$ cat src/rtl/pll_fuse_cal_seq.sv
module pll_fuse_cal_seq #(
  parameter int unsigned NUM_BANKS = 4,
  parameter int unsigned CLK_HZ    = 250_000_000,
  parameter int unsigned SETTLE_US = 750,
  localparam int BW = (NUM_BANKS > 1) ? $clog2(NUM_BANKS) : 1
) (
  input  logic                 clk,
  input  logic                 rst_n,
  input  logic [31:0]          fuse_word,
  output logic                 reg_req,
  output logic                 reg_we,
  output logic [BW-1:0]        reg_bank,
  output logic [1:0]           reg_sel,
  output logic [31:0]          reg_wdata,
  input  logic [31:0]          reg_rdata,
  output logic                 done,
  output logic [NUM_BANKS-1:0] bc_err,
  output logic [NUM_BANKS-1:0] fc_err,
  output logic [NUM_BANKS-1:0] dc_err,
  output logic [NUM_BANKS-1:0] lock_fail
);
  localparam int unsigned WAIT_CYC = (CLK_HZ / 1_000_000) * SETTLE_US;
  localparam int CW = $clog2(WAIT_CYC + 1);
  localparam logic [1:0] SEL_C0 = 2'd0, SEL_C1 = 2'd1, SEL_S2 = 2'd2;
  localparam logic [31:0] OVR_BYP = 32'h1200_0000;
  localparam logic [31:0] DC_RDEN = 32'h0200_0000;

  typedef enum logic [4:0] {
    ST_START, ST_RATE_RD, ST_RATE_EV,
    ST_C1A_RD, ST_C1A_WR, ST_C0A_RD, ST_C0A_WR, ST_C1B_RD, ST_C1B_WR,
    ST_S2A_RD, ST_S2A_EV, ST_C0B_RD, ST_C0B_WR, ST_S2B_RD, ST_S2B_EV,
    ST_C0C_RD, ST_C0C_WR, ST_WAIT, ST_LK_RD, ST_LK_EV, ST_DONE, ST_IDLE
  } st_t;

  st_t           st;
  logic [BW-1:0] bank;
  logic [31:0]   fz;
  logic          bc_q;
  logic [2:0]    dc_q;
  logic [5:0]    fc_q;
  logic [CW-1:0] cnt;

  wire [1:0] fsel   = fuse_word[31:30];
  wire       sel_ok = (fsel == 2'd1) || (fsel == 2'd2);
  wire [3:0] rate   = reg_rdata[19:16];
  wire       use1   = (rate == 4'hA) || (rate == 4'hC) || (rate == 4'h5);
  wire       use2   = (rate == 4'h9);
  wire       last   = (bank == BW'(NUM_BANKS - 1));

  assign reg_bank = bank;
  assign done     = (st == ST_DONE);

  always_comb begin
    reg_req   = 1'b0;
    reg_we    = 1'b0;
    reg_sel   = SEL_C0;
    reg_wdata = '0;
    case (st)
      ST_RATE_RD, ST_C0A_RD, ST_C0B_RD, ST_C0C_RD, ST_LK_RD: reg_req = 1'b1;
      ST_C1A_RD, ST_C1B_RD: begin reg_req = 1'b1; reg_sel = SEL_C1; end
      ST_S2A_RD, ST_S2B_RD: begin reg_req = 1'b1; reg_sel = SEL_S2; end
      ST_C1A_WR: begin
        reg_req = 1'b1; reg_we = 1'b1; reg_sel = SEL_C1;
        reg_wdata = reg_rdata | (32'(bc_q) << 29) | (32'(fc_q) << 15);
      end
      ST_C0A_WR: begin
        reg_req = 1'b1; reg_we = 1'b1;
        reg_wdata = reg_rdata | (32'(dc_q) << 5);
      end
      ST_C1B_WR: begin
        reg_req = 1'b1; reg_we = 1'b1; reg_sel = SEL_C1;
        reg_wdata = reg_rdata | OVR_BYP;
      end
      ST_C0B_WR: begin
        reg_req = 1'b1; reg_we = 1'b1;
        reg_wdata = reg_rdata | DC_RDEN;
      end
      ST_C0C_WR: begin
        reg_req = 1'b1; reg_we = 1'b1;
        reg_wdata = reg_rdata & ~DC_RDEN;
      end
      default: ;
    endcase
  end

  always_ff @(posedge clk or negedge rst_n) begin
    if (!rst_n) begin
      st        <= ST_START;
      bank      <= '0;
      fz        <= '0;
      bc_q      <= 1'b0;
      dc_q      <= '0;
      fc_q      <= '0;
      cnt       <= '0;
      bc_err    <= '0;
      fc_err    <= '0;
      dc_err    <= '0;
      lock_fail <= '0;
    end else begin
      case (st)
        ST_START: begin
          fz <= fuse_word;
          st <= sel_ok ? ST_RATE_RD : ST_DONE;
        end
        ST_RATE_EV: begin
          if (use1) begin
            bc_q <= fz[29]; dc_q <= fz[28:26]; fc_q <= fz[25:20];
            st <= ST_C1A_RD;
          end else if (use2) begin
            bc_q <= fz[19]; dc_q <= fz[18:16]; fc_q <= fz[15:10];
            st <= ST_C1A_RD;
          end else if (last) begin
            st <= ST_DONE;
          end else begin
            bank <= bank + 1'b1;
            st   <= ST_RATE_RD;
          end
        end
        ST_S2A_EV: begin
          if (reg_rdata[23] != bc_q)    bc_err[bank] <= 1'b1;
          if (reg_rdata[21:16] != fc_q) fc_err[bank] <= 1'b1;
          st <= ST_C0B_RD;
        end
        ST_S2B_EV: begin
          if (reg_rdata[19:17] != dc_q) dc_err[bank] <= 1'b1;
          st <= ST_C0C_RD;
        end
        ST_C0C_WR: begin
          cnt <= CW'(WAIT_CYC - 1);
          st  <= ST_WAIT;
        end
        ST_WAIT: begin
          if (cnt == '0) st <= ST_LK_RD;
          else           cnt <= cnt - 1'b1;
        end
        ST_LK_EV: begin
          if (!reg_rdata[23]) lock_fail[bank] <= 1'b1;
          if (last) st <= ST_DONE;
          else begin
            bank <= bank + 1'b1;
            st   <= ST_RATE_RD;
          end
        end
        ST_DONE: st <= ST_IDLE;
        ST_IDLE: st <= ST_IDLE;
        default: st <= st_t'(st + 5'd1);
      endcase
    end
  end

  AST_GATE_OFF: assert property (@(posedge clk) disable iff (!rst_n)
    (st == ST_START && !sel_ok) |=> (done && !reg_req));
  AST_RMW_PAIR: assert property (@(posedge clk) disable iff (!rst_n)
    (reg_req && reg_we) |-> ($past(reg_req && !reg_we) && $past(reg_sel) == reg_sel
                             && $past(reg_bank) == reg_bank));
  AST_NO_STATUS_WR: assert property (@(posedge clk) disable iff (!rst_n)
    (reg_req && reg_we) |-> (reg_sel != SEL_S2));
  AST_DONE_PULSE: assert property (@(posedge clk) disable iff (!rst_n)
    done |=> (!done && !reg_req));
  AST_FLAGS_STICKY: assert property (@(posedge clk) disable iff (!rst_n)
    1'b1 |=> (((bc_err | fc_err | dc_err | lock_fail) &
              $past(bc_err | fc_err | dc_err | lock_fail)) ==
              $past(bc_err | fc_err | dc_err | lock_fail)));
  AST_BANK_RANGE: assert property (@(posedge clk) disable iff (!rst_n)
    reg_req |-> (int'(reg_bank) < NUM_BANKS));
endmodule

$ cat config.mk
export PLATFORM = sky130hd
export DESIGN_NAME = pll_fuse_cal_seq
export DESIGN_NICKNAME = d
export VERILOG_FILES = /design/src/rtl/pll_fuse_cal_seq.sv
export SDC_FILE = /design/constraint.sdc
export NUM_CORES = 1
export LEC_CHECK = 0
export BUFFER_PORTS_ARGS = -buffer_cell sky130_fd_sc_hd__buf_2
export CAP_MARGIN = 20
export CELL_PAD_IN_SITES_DETAIL_PLACEMENT = 1
export CELL_PAD_IN_SITES_GLOBAL_PLACEMENT = 2
export CORE_UTILIZATION = 28
export CTS_CLUSTER_SIZE = 25
export DETAILED_ROUTE_END_ITERATION = 12
export PLACE_DENSITY_LB_ADDON = 0.1
export SYNTH_ARGS = -nofsm -noshare
export SYNTH_HDL_FRONTEND = slang
export SYNTH_SLANG_ARGS = --single-unit
$ cat constraint.sdc
create_clock -name clk -period 2.2 [get_ports clk]
set_clock_uncertainty 0.1 [all_clocks]
set_input_delay 0.22 -clock clk [delete_from_list [all_inputs] [get_ports clk]]
set_output_delay 0.22 -clock clk [all_outputs]
set_load 0.005 [all_outputs]
==> impl_metrics.json, run 1 <==
{
  "antenna_found_initial": 0,
  "dp_cells": 708,
  "async_flop_share": 1.00,
  "yosys_warnings": 0,
  "antenna_left": 0,
  "r2r_start": "cnt[0]",
  "worstSetupPathType": "register to output port",
  "drc": 0,
  "nets": 632,
  "synth.net_count": 459,
  "wl_per_cell_um": 16.8,
  "start_util": 0.291,
  "grt_pass1_vias": 3744,
  "avgSynthCellArea_um2": 10.2,
  "vias": 3510,
  "ys.flop_type": "dfrtp_1",
  "crit_path_max_fanout": 3,
  "rr_worst_depth": 7,
  "fp.dieW_um": 120,
  "critPathLaunchType": "register",
  "viasPerCell": 4.76,
  "hold_viol": 0,
  "slew_headroom": 0.508,
  "slew_viol_final": 0,
  "insertion_delay_ns": 0.34,
  "hp-start": "fuse_word[10]",
  "max_slew.worst_pin.slew_ns": 0.739,
  "final.setup.worst_slack_ns": -0.171,
  "fmax_ghz": 0.422,
  "port_buffers": 110,
  "synth-edff-count": 0,
  "core_area_mm2": 0.0134,
  "rr_endpoint": "st[0]",
  "wl_um": 12400,
  "violations": "setup timing",
  "fillCellCount": 1536,
  "place_hpwl_um": 9220,
  "end_kind": "output port",
  "power.leakage_nw": 2.90,
  "clk_pin_slew_worst_paths_ns": 0.06,
  "period_share": 1.08,
  "arrival_ns": 2.05,
  "layout.cells.non_filler": 737,
  "min_to": "fz[10]",
  "drive_above_1_share": 0.476,
  "gp_congestion": 0.800,
  "rsz0062_at_grt": "true",
  "syn_inst": 383,
  "p_per_area_mw_per_mm2": 1400,
  "die-height_um": 120,
  "die_area_mm2": 0.0144,
  "dr.pass1.iters": 4,
  "synth_area_mm2": 0.00390,
  "antenna_cells": 0,
  "finalSetupViolCount": 27,
  "ys_ff_latch": 71,
  "area_growth_pct": 49.8,
  "grt_max_degree": 35,
  "yosysSeqAreaShare": 0.455,
  "clock_path_buffers": 2,
  "cts_root_buffer": "clkbuf_16",
  "clock_sinks": 71,
  "min_period_ns": 2.37,
  "h-tree-depth": 3,
  "hp-class": "input pin to register",
  "grt_remaining_overflow": 0,
  "io_pins": 121,
  "ys_types": 50,
  "cp.required_ns": 1.88,
  "ir_drop_v": 0.000626,
  "hold_ws_ns": 0.0169,
  "cts_buffers": 9,
  "grt_usage": 0.181,
  "first_iter_violations": 117,
  "r2r_slack_ns": -0.06,
  "max_cap_viol_count": 0,
  "std_cell_rows": 42,
  "grt_pass1_wl_um": 20100,
  "tritoncts": "yes",
  "worst_hold_path.num_cells": 2,
  "status": "finished with violations"
}
==> how the worst max path moves through the flow <==
stage,start,end,slack [ns],cells past startpoint
2_1_floorplan,st[3],reg_req,0.006,6
3_3_place_gp,cnt[0],cnt[11],-0.08,8
3_5_place_dp,cnt[0],cnt[11],-0.16,8
4_1_cts,st[1],reg_req,-0.18,9
5_1_grt,st[0],reg_wdata[21],-0.26,10
6_report,st[0],reg_req,-0.17,7
==> logic make-up (layout without fill, tap and decap cells) <==
logic type,Yosys count,count (layout),share of synthesized area
buf+inv,32,210,0.0321
xor+xnor,23,23,0.0516
compound gates,88,88,0.162
simple gates,124,124,0.171
fa+ha+maj,10,10,0.0321
flops,71,71,0.455
mux,35,35,0.0965
==> layout by cell type (no fill, tap or decap), types with 5 or more instances in the layout <==
cell and n:
nor3_1 12, buf_2 110, a21oi_1 15, inv_1 10, mux2i_1 14, a21o_1 19
dfrtp_1 68, buf_6 9, nand2_1 23, nand3_1 5, o21ai_0 14, and2_1 20
nor2_1 23, mux2_2 21, xnor2_1 20, clkbuf_16 9, buf_4 59, a22o_1 5
==> flip-flops by register name, summed over array words and instances, names as in the netlist <==
register	flops
bc_err	4
bc_q	1
cnt	18
dc_err	4
dc_q	3
fc_err	4
fc_q	6
fz	20
lock_fail	4
reg_bank	2
st	5
==> metal layers <==
layer,track usage,wire (um),vias up
li1,-,-,1704
met1,0.228,5560,1747
met2,0.307,6260,49
met3,0.0390,417,10
met4,0.0586,154,0
met5,0,0,-
==> final cells by class <==
type                            count  area, um2  area share
Multi-Input combinational cell    280       2280       0.390
Sequential cell                    71       1780       0.305
Timing Repair Buffer              181       1140       0.196
Clock buffer                       11        243      0.0415
Tap cell                          176        220      0.0377
Clock inverter                      5        129      0.0220
Inverter                           13       48.8     0.00835
==> worst max-delay path: stages (launching register included) <==
cell     delay, ns
dfrtp_2       0.44
buf_6         0.13
ha_4          0.16
buf_4         0.15
a31oi_4       0.16
nor2_1        0.05
or4_1         0.49
buf_2         0.14
==> where the power goes <==
group / internal [mW] / switching (mW)
Sequential: 1.88 / 0.449
Combinational: 2.09 / 1.92
Clock: 1.26 / 0.579
==> metrics by stage <==
stage / total power [mW] / area, um2 / setup TNS (ns) / utilization / setup WS, ns
finish: 8.18 / 5850 / -1.97 / 0.436 / -0.171
detailed placement: 5.89 / 5070 / -1.27 / 0.379 / -0.156
CTS: 8.02 / 5670 / -3.26 / 0.423 / -0.176
global placement: 5.77 / 5070 / -0.525 / 0.379 / -0.0822
floorplan: 4.23 / 3920 / 0 / - / 0.00558
global route: 8.80 / 5850 / -8.36 / 0.436 / -0.262
==> cell usage after synthesis (all sizes together), types with 3 or more instances <==
| master | count | share of area |
|---|---|---|
| a2111oi | 3 | 0.016 |
| a211oi | 6 | 0.012 |
| a21o | 19 | 0.037 |
| a21oi | 19 | 0.025 |
| a22o | 5 | 0.011 |
| a31oi | 5 | 0.0080 |
| and2 | 21 | 0.034 |
| and3 | 3 | 0.0048 |
| buf | 5 | 0.0061 |
| clkbuf | 14 | 0.013 |
| dfrtp | 71 | 0.46 |
| ha | 10 | 0.032 |
| inv | 13 | 0.013 |
| mux2 | 21 | 0.061 |
| mux2i | 14 | 0.036 |
| nand2 | 25 | 0.024 |
| nand2b | 6 | 0.0096 |
| nand3 | 8 | 0.010 |
| nor2 | 27 | 0.026 |
| nor3 | 13 | 0.017 |
| o21ai | 17 | 0.022 |
| or4 | 3 | 0.0067 |
| xnor2 | 20 | 0.045 |
| xor2 | 3 | 0.0067 |
==> repair_timing <==
action                                  CTS  global route
pin swaps                                14            15
endpoints found under the setup margin   49            57
buffers inserted                          9             4
resized for setup                        36            31
hold buffers                              1             0
hold endpoints to repair                 25             0
(Power assumes the default switching activity.)
==> run 2: changes to the inputs <==
- ABC_AREA: not set -> 1
- CORE_UTILIZATION: 28 -> 26
==> impl_metrics.json, run 2 <==
{
  "antenna_cells": 0,
  "antenna_left": 0,
  "first_iter_violations": 139,
  "synth_top_area_share": 0.411,
  "clock_sinks": 71,
  "grt_pass1_wl_um": 22400,
  "placed_area_mm2": 0.00526,
  "nets": 842,
  "ys_types": 35,
  "rr_worst_depth": 10,
  "synth_fa_ha_area_frac": 0.0289,
  "yosys.area_share.xor_xnor": 0.0286,
  "async_flop_share": 1.00,
  "final_cell_area_mm2": 0.00613,
  "min_period_ns": 2.23,
  "synth_common_cells": "nand2_1 (212), inv_1 (80), dfrtp_1 (71)",
  "status": "finished with violations",
  "drc": 0,
  "std_cell_rows": 46,
  "synthSimpleGateAreaFrac": 0.333,
  "insertion_delay_ns": 0.34,
  "hold_ws_ns": 0.0160,
  "wl_per_cell_um": 14.4,
  "die-height_um": 131,
  "antenna_found_initial": 0,
  "top_regs": "fz: 20 flops, cnt: 18 flops, fc_q: 6 flops",
  "h-tree-depth": 3,
  "grt_remaining_overflow": 0,
  "place_hpwl_um": 10400,
  "cts_root_buffer": "clkbuf_16",
  "synth-edff-count": 0,
  "core_area_mm2": 0.0161,
  "fmax_ghz": 0.449,
  "violations": "setup timing",
  "cp_common_cell": "nand2_4",
  "die_area_mm2": 0.0172,
  "hp-class": "input pin to register",
  "slowest_delay_ns": 0.44,
  "drive_above_1_share": 0.291,
  "ir_drop_v": 0.000595,
  "slew_headroom": 0.682,
  "critPathLaunchType": "register",
  "clock_path_buffers": 2,
  "dp_slack_ns": 0.176,
  "worst_hold_path.num_cells": 3,
  "largest_reg_flops": 20,
  "vias": 4365,
  "rsz0062_at_grt": "true",
  "yosysTopAreaCell": "dfrtp_1",
  "cp.required_ns": 1.88,
  "avgSynthCellArea_um2": 7.08,
  "ys_ff_latch": 71,
  "worstSetupPathType": "register to output port",
  "area_growth_pct": 41.6,
  "synth.most_common_cell": "nand2_1",
  "ys.flop_type": "dfrtp_1",
  "path_cells": "ha_4 > nand2_4 > inv_4 > nand2_4 > o21ai_4 > nor2_4 > clkinv_4 > clkbuf_16 > a21oi_2 > inv_1 > buf_2",
  "syn_inst": 611,
  "grt_usage": 0.171,
  "hold_viol": 0,
  "period_share": 1.01,
  "top_register": "fz",
  "wl_um": 14200,
  "fp.dieW_um": 131,
  "end_kind": "output port",
  "clk_pin_slew_worst_paths_ns": 0.06,
  "grt_max_degree": 72,
  "finalSetupViolCount": 2,
  "yosysSeqAreaShare": 0.411,
  "final_util": 0.382,
  "crit_path_max_fanout": 8,
  "synth.net_count": 687,
  "r2r_slack_ns": 0.24,
  "synthMuxAreaShare": 0,
  "cp_slowest_cell": "dfrtp_2",
  "power.leakage_nw": 3.42,
  "p_per_area_mw_per_mm2": 1380,
  "synthTopCellsByArea": "dfrtp_1 (41%), nand2_1 (18%), inv_1 (6.9%)",
  "synth_compound_area_frac": 0.101,
  "yosys_warnings": 0,
  "max_cap_viol_count": 0,
  "final_cell_mix": "nand2_1 (199), buf_2 (105), inv_1 (69), dfrtp_1 (69), nor2_1 (63)",
  "grt_pass1_vias": 4401,
  "dr.pass1.iters": 4,
  "synth_top_family_by_area": "simple AND/OR/NAND/NOR gates",
  "io_pins": 121,
  "arrival_ns": 1.91,
  "tritoncts": "yes",
  "synth_area_mm2": 0.00433,
  "max_slew.worst_pin.slew_ns": 0.473,
  "cts_buffers": 9,
  "start_util": 0.270,
  "viasPerCell": 4.43,
  "slew_viol_final": 0,
  "port_buffers": 110,
  "tns_ns": -0.0517,
  "final.setup.worst_slack_ns": -0.0266,
  "layout_commonest_cell": "nand2_1",
  "gp_congestion": 0.778
}
## run 2: cell types whose count changed after synthesis, moves of 20 or more
cell,change
mux2_2,-21
inv_1,+67
nand3_1,+43
nand2_1,+187
nor2_1,+38
and2_1,-20
## run 2: through the flow
step / power, mW / instances
6_report: 8.47 / 986
3_3_place_gp: 6.08 / 943
2_1_floorplan: 4.68 / 611
4_1_cts: 8.02 / 978
5_1_grt: 9.27 / 986
3_5_place_dp: 6.21 / 943
## run 2: worst paths after layout
check / to / start
min reg2reg: lock_fail[2] / lock_fail[2]
max in group asynchronous: st[2] / rst_n
max: reg_wdata[7] / st[1]
min in group asynchronous: fc_err[2] / rst_n
max reg2reg: st[2] / st[1]
min: fz[16] / fuse_word[16]
## run 2: timing repair
action | in CTS | in global routing
hold buffers | 18 | 0
setup buffers | 2 | 5
pin swaps | 3 | 9
gates resized for setup | 16 | 61
setup endpoints to repair | 33 | 32
gates cloned | 0 | 3
endpoints found under the hold margin | 88 | 0
## run 2: worst max-delay path: cells and delay by family, from the launching register on
family	cells	cell delay, ns
AOI/OAI and AO/OA	2	0.18
buffers and inverters	5	0.50
adders and majority gates	1	0.18
and+or+nand+nor	3	0.26
DFF	1	0.44
## run 2: report_power, final
part | switching, mW | internal [mW] | leakage (nW)
registers | 0.445 | 1.88 | 0.883
logic | 2.64 | 1.90 | 2.39
clock network | 0.608 | 0.995 | 0.152
## run 2: cell families after synthesis
group / Yosys count
XOR/XNOR: 12
flip-flops: 71
buffers and inverters: 100
AO/OA/AOI/OAI: 68
AND/OR/NAND/NOR: 350
adder cells (fa/ha/maj): 10
## run 2: layout make-up
cell class / instances / area [um2]
Multi-Input combinational cell: 440 / 2340
Inverter: 83 / 319
Timing Repair Buffer: 161 / 1100
Clock inverter: 6 / 93.8
Tap cell: 216 / 270
Fill cell: 2032 / 9930
Sequential cell: 71 / 1780
Clock buffer: 9 / 225
## run 2: metal layers
| layer | wire length, um | vias up | global-route usage |
|---|---|---|---|
| li1 | - | 2206 | - |
| met1 | 6750 | 2068 | 0.229 |
| met2 | 6810 | 80 | 0.285 |
| met3 | 473 | 11 | 0.0220 |
| met4 | 149 | 0 | 0.0561 |
| met5 | 0 | - | 0 |
==> run 3: changes to the inputs <==
- CELL_PAD_IN_SITES_GLOBAL_PLACEMENT: 2 -> 1
- CORE_UTILIZATION: 26 -> 33
- GPL_TIMING_DRIVEN: not set -> 0
==> impl_metrics.json, run 3 (synthesis results as in run 2) <==
{
  "grt_pass1_wl_um": 22900,
  "first_iter_violations": 155,
  "antenna_cells": 0,
  "port_buffers": 110,
  "core_area_mm2": 0.0127,
  "clock_path_buffers": 2,
  "min_period_ns": 2.20,
  "final_cell_mix": "nand2_1 (204), buf_2 (110), inv_1 (70)",
  "die_area_mm2": 0.0136,
  "gp_congestion": 0.847,
  "wl_per_cell_um": 15.3,
  "insertion_delay_ns": 0.34,
  "p_per_area_mw_per_mm2": 1390,
  "fp.dieW_um": 117,
  "status": "complete, no violations",
  "place_hpwl_um": 10500,
  "grt_max_degree": 55,
  "crit_path_max_fanout": 5,
  "fmax_ghz": 0.455,
  "fillCellCount": 1629,
  "wl_um": 14500,
  "final.setup.worst_slack_ns": 0.00427,
  "max_cap_viol_count": 0,
  "dr.pass1.iters": 4,
  "clk_pin_slew_worst_paths_ns": 0.06,
  "ir_drop_v": 0.000447,
  "hold_ws_ns": 0.0204,
  "power.leakage_nw": 3.38,
  "hp-class": "input pin to register",
  "vias": 4545,
  "slew_viol_final": 0,
  "arrival_ns": 1.88,
  "finalSetupViolCount": 0,
  "placed_area_mm2": 0.00512,
  "end_kind": "output port",
  "die-height_um": 117,
  "antenna_left": 0,
  "grt_remaining_overflow": 0,
  "area_growth_pct": 39.0,
  "top_register": "fz",
  "cp.required_ns": 1.88,
  "final_util": 0.473,
  "layout_commonest_cell": "nand2_1",
  "slew_headroom": 0.620,
  "drive_above_1_share": 0.283,
  "swShare": 0.442,
  "grt_pass1_vias": 4510,
  "worstSetupPathType": "register to output port",
  "top_regs": "fz: 20 flops, cnt: 18 flops, fc_q: 6 flops",
  "max_slew.worst_pin.slew_ns": 0.563,
  "power_mw": 8.34,
  "drc": 0,
  "viasPerCell": 4.80,
  "seq_area_mm2": 0.00178,
  "grt_usage": 0.223,
  "rsz0062_at_grt": "true",
  "multi_input_area_mm2": 0.00231,
  "p_switching_mw": 3.68,
  "p_int_mw": 4.66,
  "start_util": 0.340,
  "p_clk_frac": 0.179,
  "cts_buffers": 9,
  "period_share": 0.998,
  "clock_sinks": 71,
  "std_cell_rows": 41,
  "nets": 847,
  "h-tree-depth": 3,
  "critPathLaunchType": "register",
  "combPwrFrac": 0.546,
  "dp_slack_ns": -0.143,
  "hold_viol": 0,
  "tritoncts": "yes",
  "antenna_found_initial": 0,
  "final_cell_area_mm2": 0.00601,
  "cts_root_buffer": "clkbuf_16",
  "io_pins": 121,
  "largest_reg_flops": 20,
  "p_seq_frac": 0.276
}
run 3: worst max-delay path: stages, from the launching register on:
cell,delay (ns)
dfrtp_2,0.44
ha_4,0.19
nand2_4,0.06
inv_2,0.06
nand2_4,0.07
o21ai_4,0.07
nor2_4,0.14
inv_4,0.08
buf_4,0.15
a21oi_2,0.11
inv_1,0.05
buf_2,0.12
run 3: layout make-up:
cell class,instances,area share
clock inverter,4,0.00749
inverter,83,0.0530
multi-input combinational,440,0.384
buffer,17,0.0216
tap,172,0.0358
timing repair buffer,149,0.160
sequential,71,0.296
clock buffer,11,0.0420
run 3: path summary, 6_finish.rpt:
check                              start      endpoint  slack, ns  cells past startpoint
min                        fuse_word[28]        fz[28]       0.02                      3
max reg2reg                        st[1]       cnt[13]       0.15                      7
max                                st[1]  reg_wdata[5]      0.004                     11
min reg2reg                    fc_err[3]     fc_err[3]       0.37                      1
max in group asynchronous          rst_n       fc_q[3]       1.19                      3
min in group asynchronous          rst_n  lock_fail[3]       0.23                      2
run 3: repair_timing:
| item | CTS | global route |
|---|---|---|
| hold buffers | 19 | 0 |
| setup buffers | 12 | 7 |
| gates cloned | 1 | 0 |
| pin swaps | 6 | 5 |
| gates resized for setup | 38 | 41 |
| endpoints found under the setup margin | 50 | 49 |
| hold endpoints to repair | 40 | 0 |
run 3: through the flow:
| stage | setup TNS [ns] | instances |
|---|---|---|
| finish | 0 | 947 |
| global route | -1.48 | 947 |
| CTS | 0 | 941 |
| detailed placement | -2.43 | 894 |
| global placement | -0.517 | 893 |
| floorplan | 0 | 611 |
run 3: power groups by stage:
stage / clock network [mW] / registers, mW / logic (mW)
6_report: 1.49 / 2.30 / 4.55
5_1_grt: 1.56 / 2.38 / 5.11
4_1_cts: 1.52 / 2.30 / 4.23
3_5_place_dp: 0 / 2.32 / 3.69
3_3_place_gp: 0 / 2.29 / 3.54
2_1_floorplan: 0 / 2.21 / 2.46
run 3: routing by layer:
layer,global-route usage,share of wire,up-vias
li1,-,-,2213
met5,0,0,-
met2,0.401,0.51,103
met1,0.267,0.43,2213
met3,0.0410,0.038,16
met4,0.0752,0.014,0
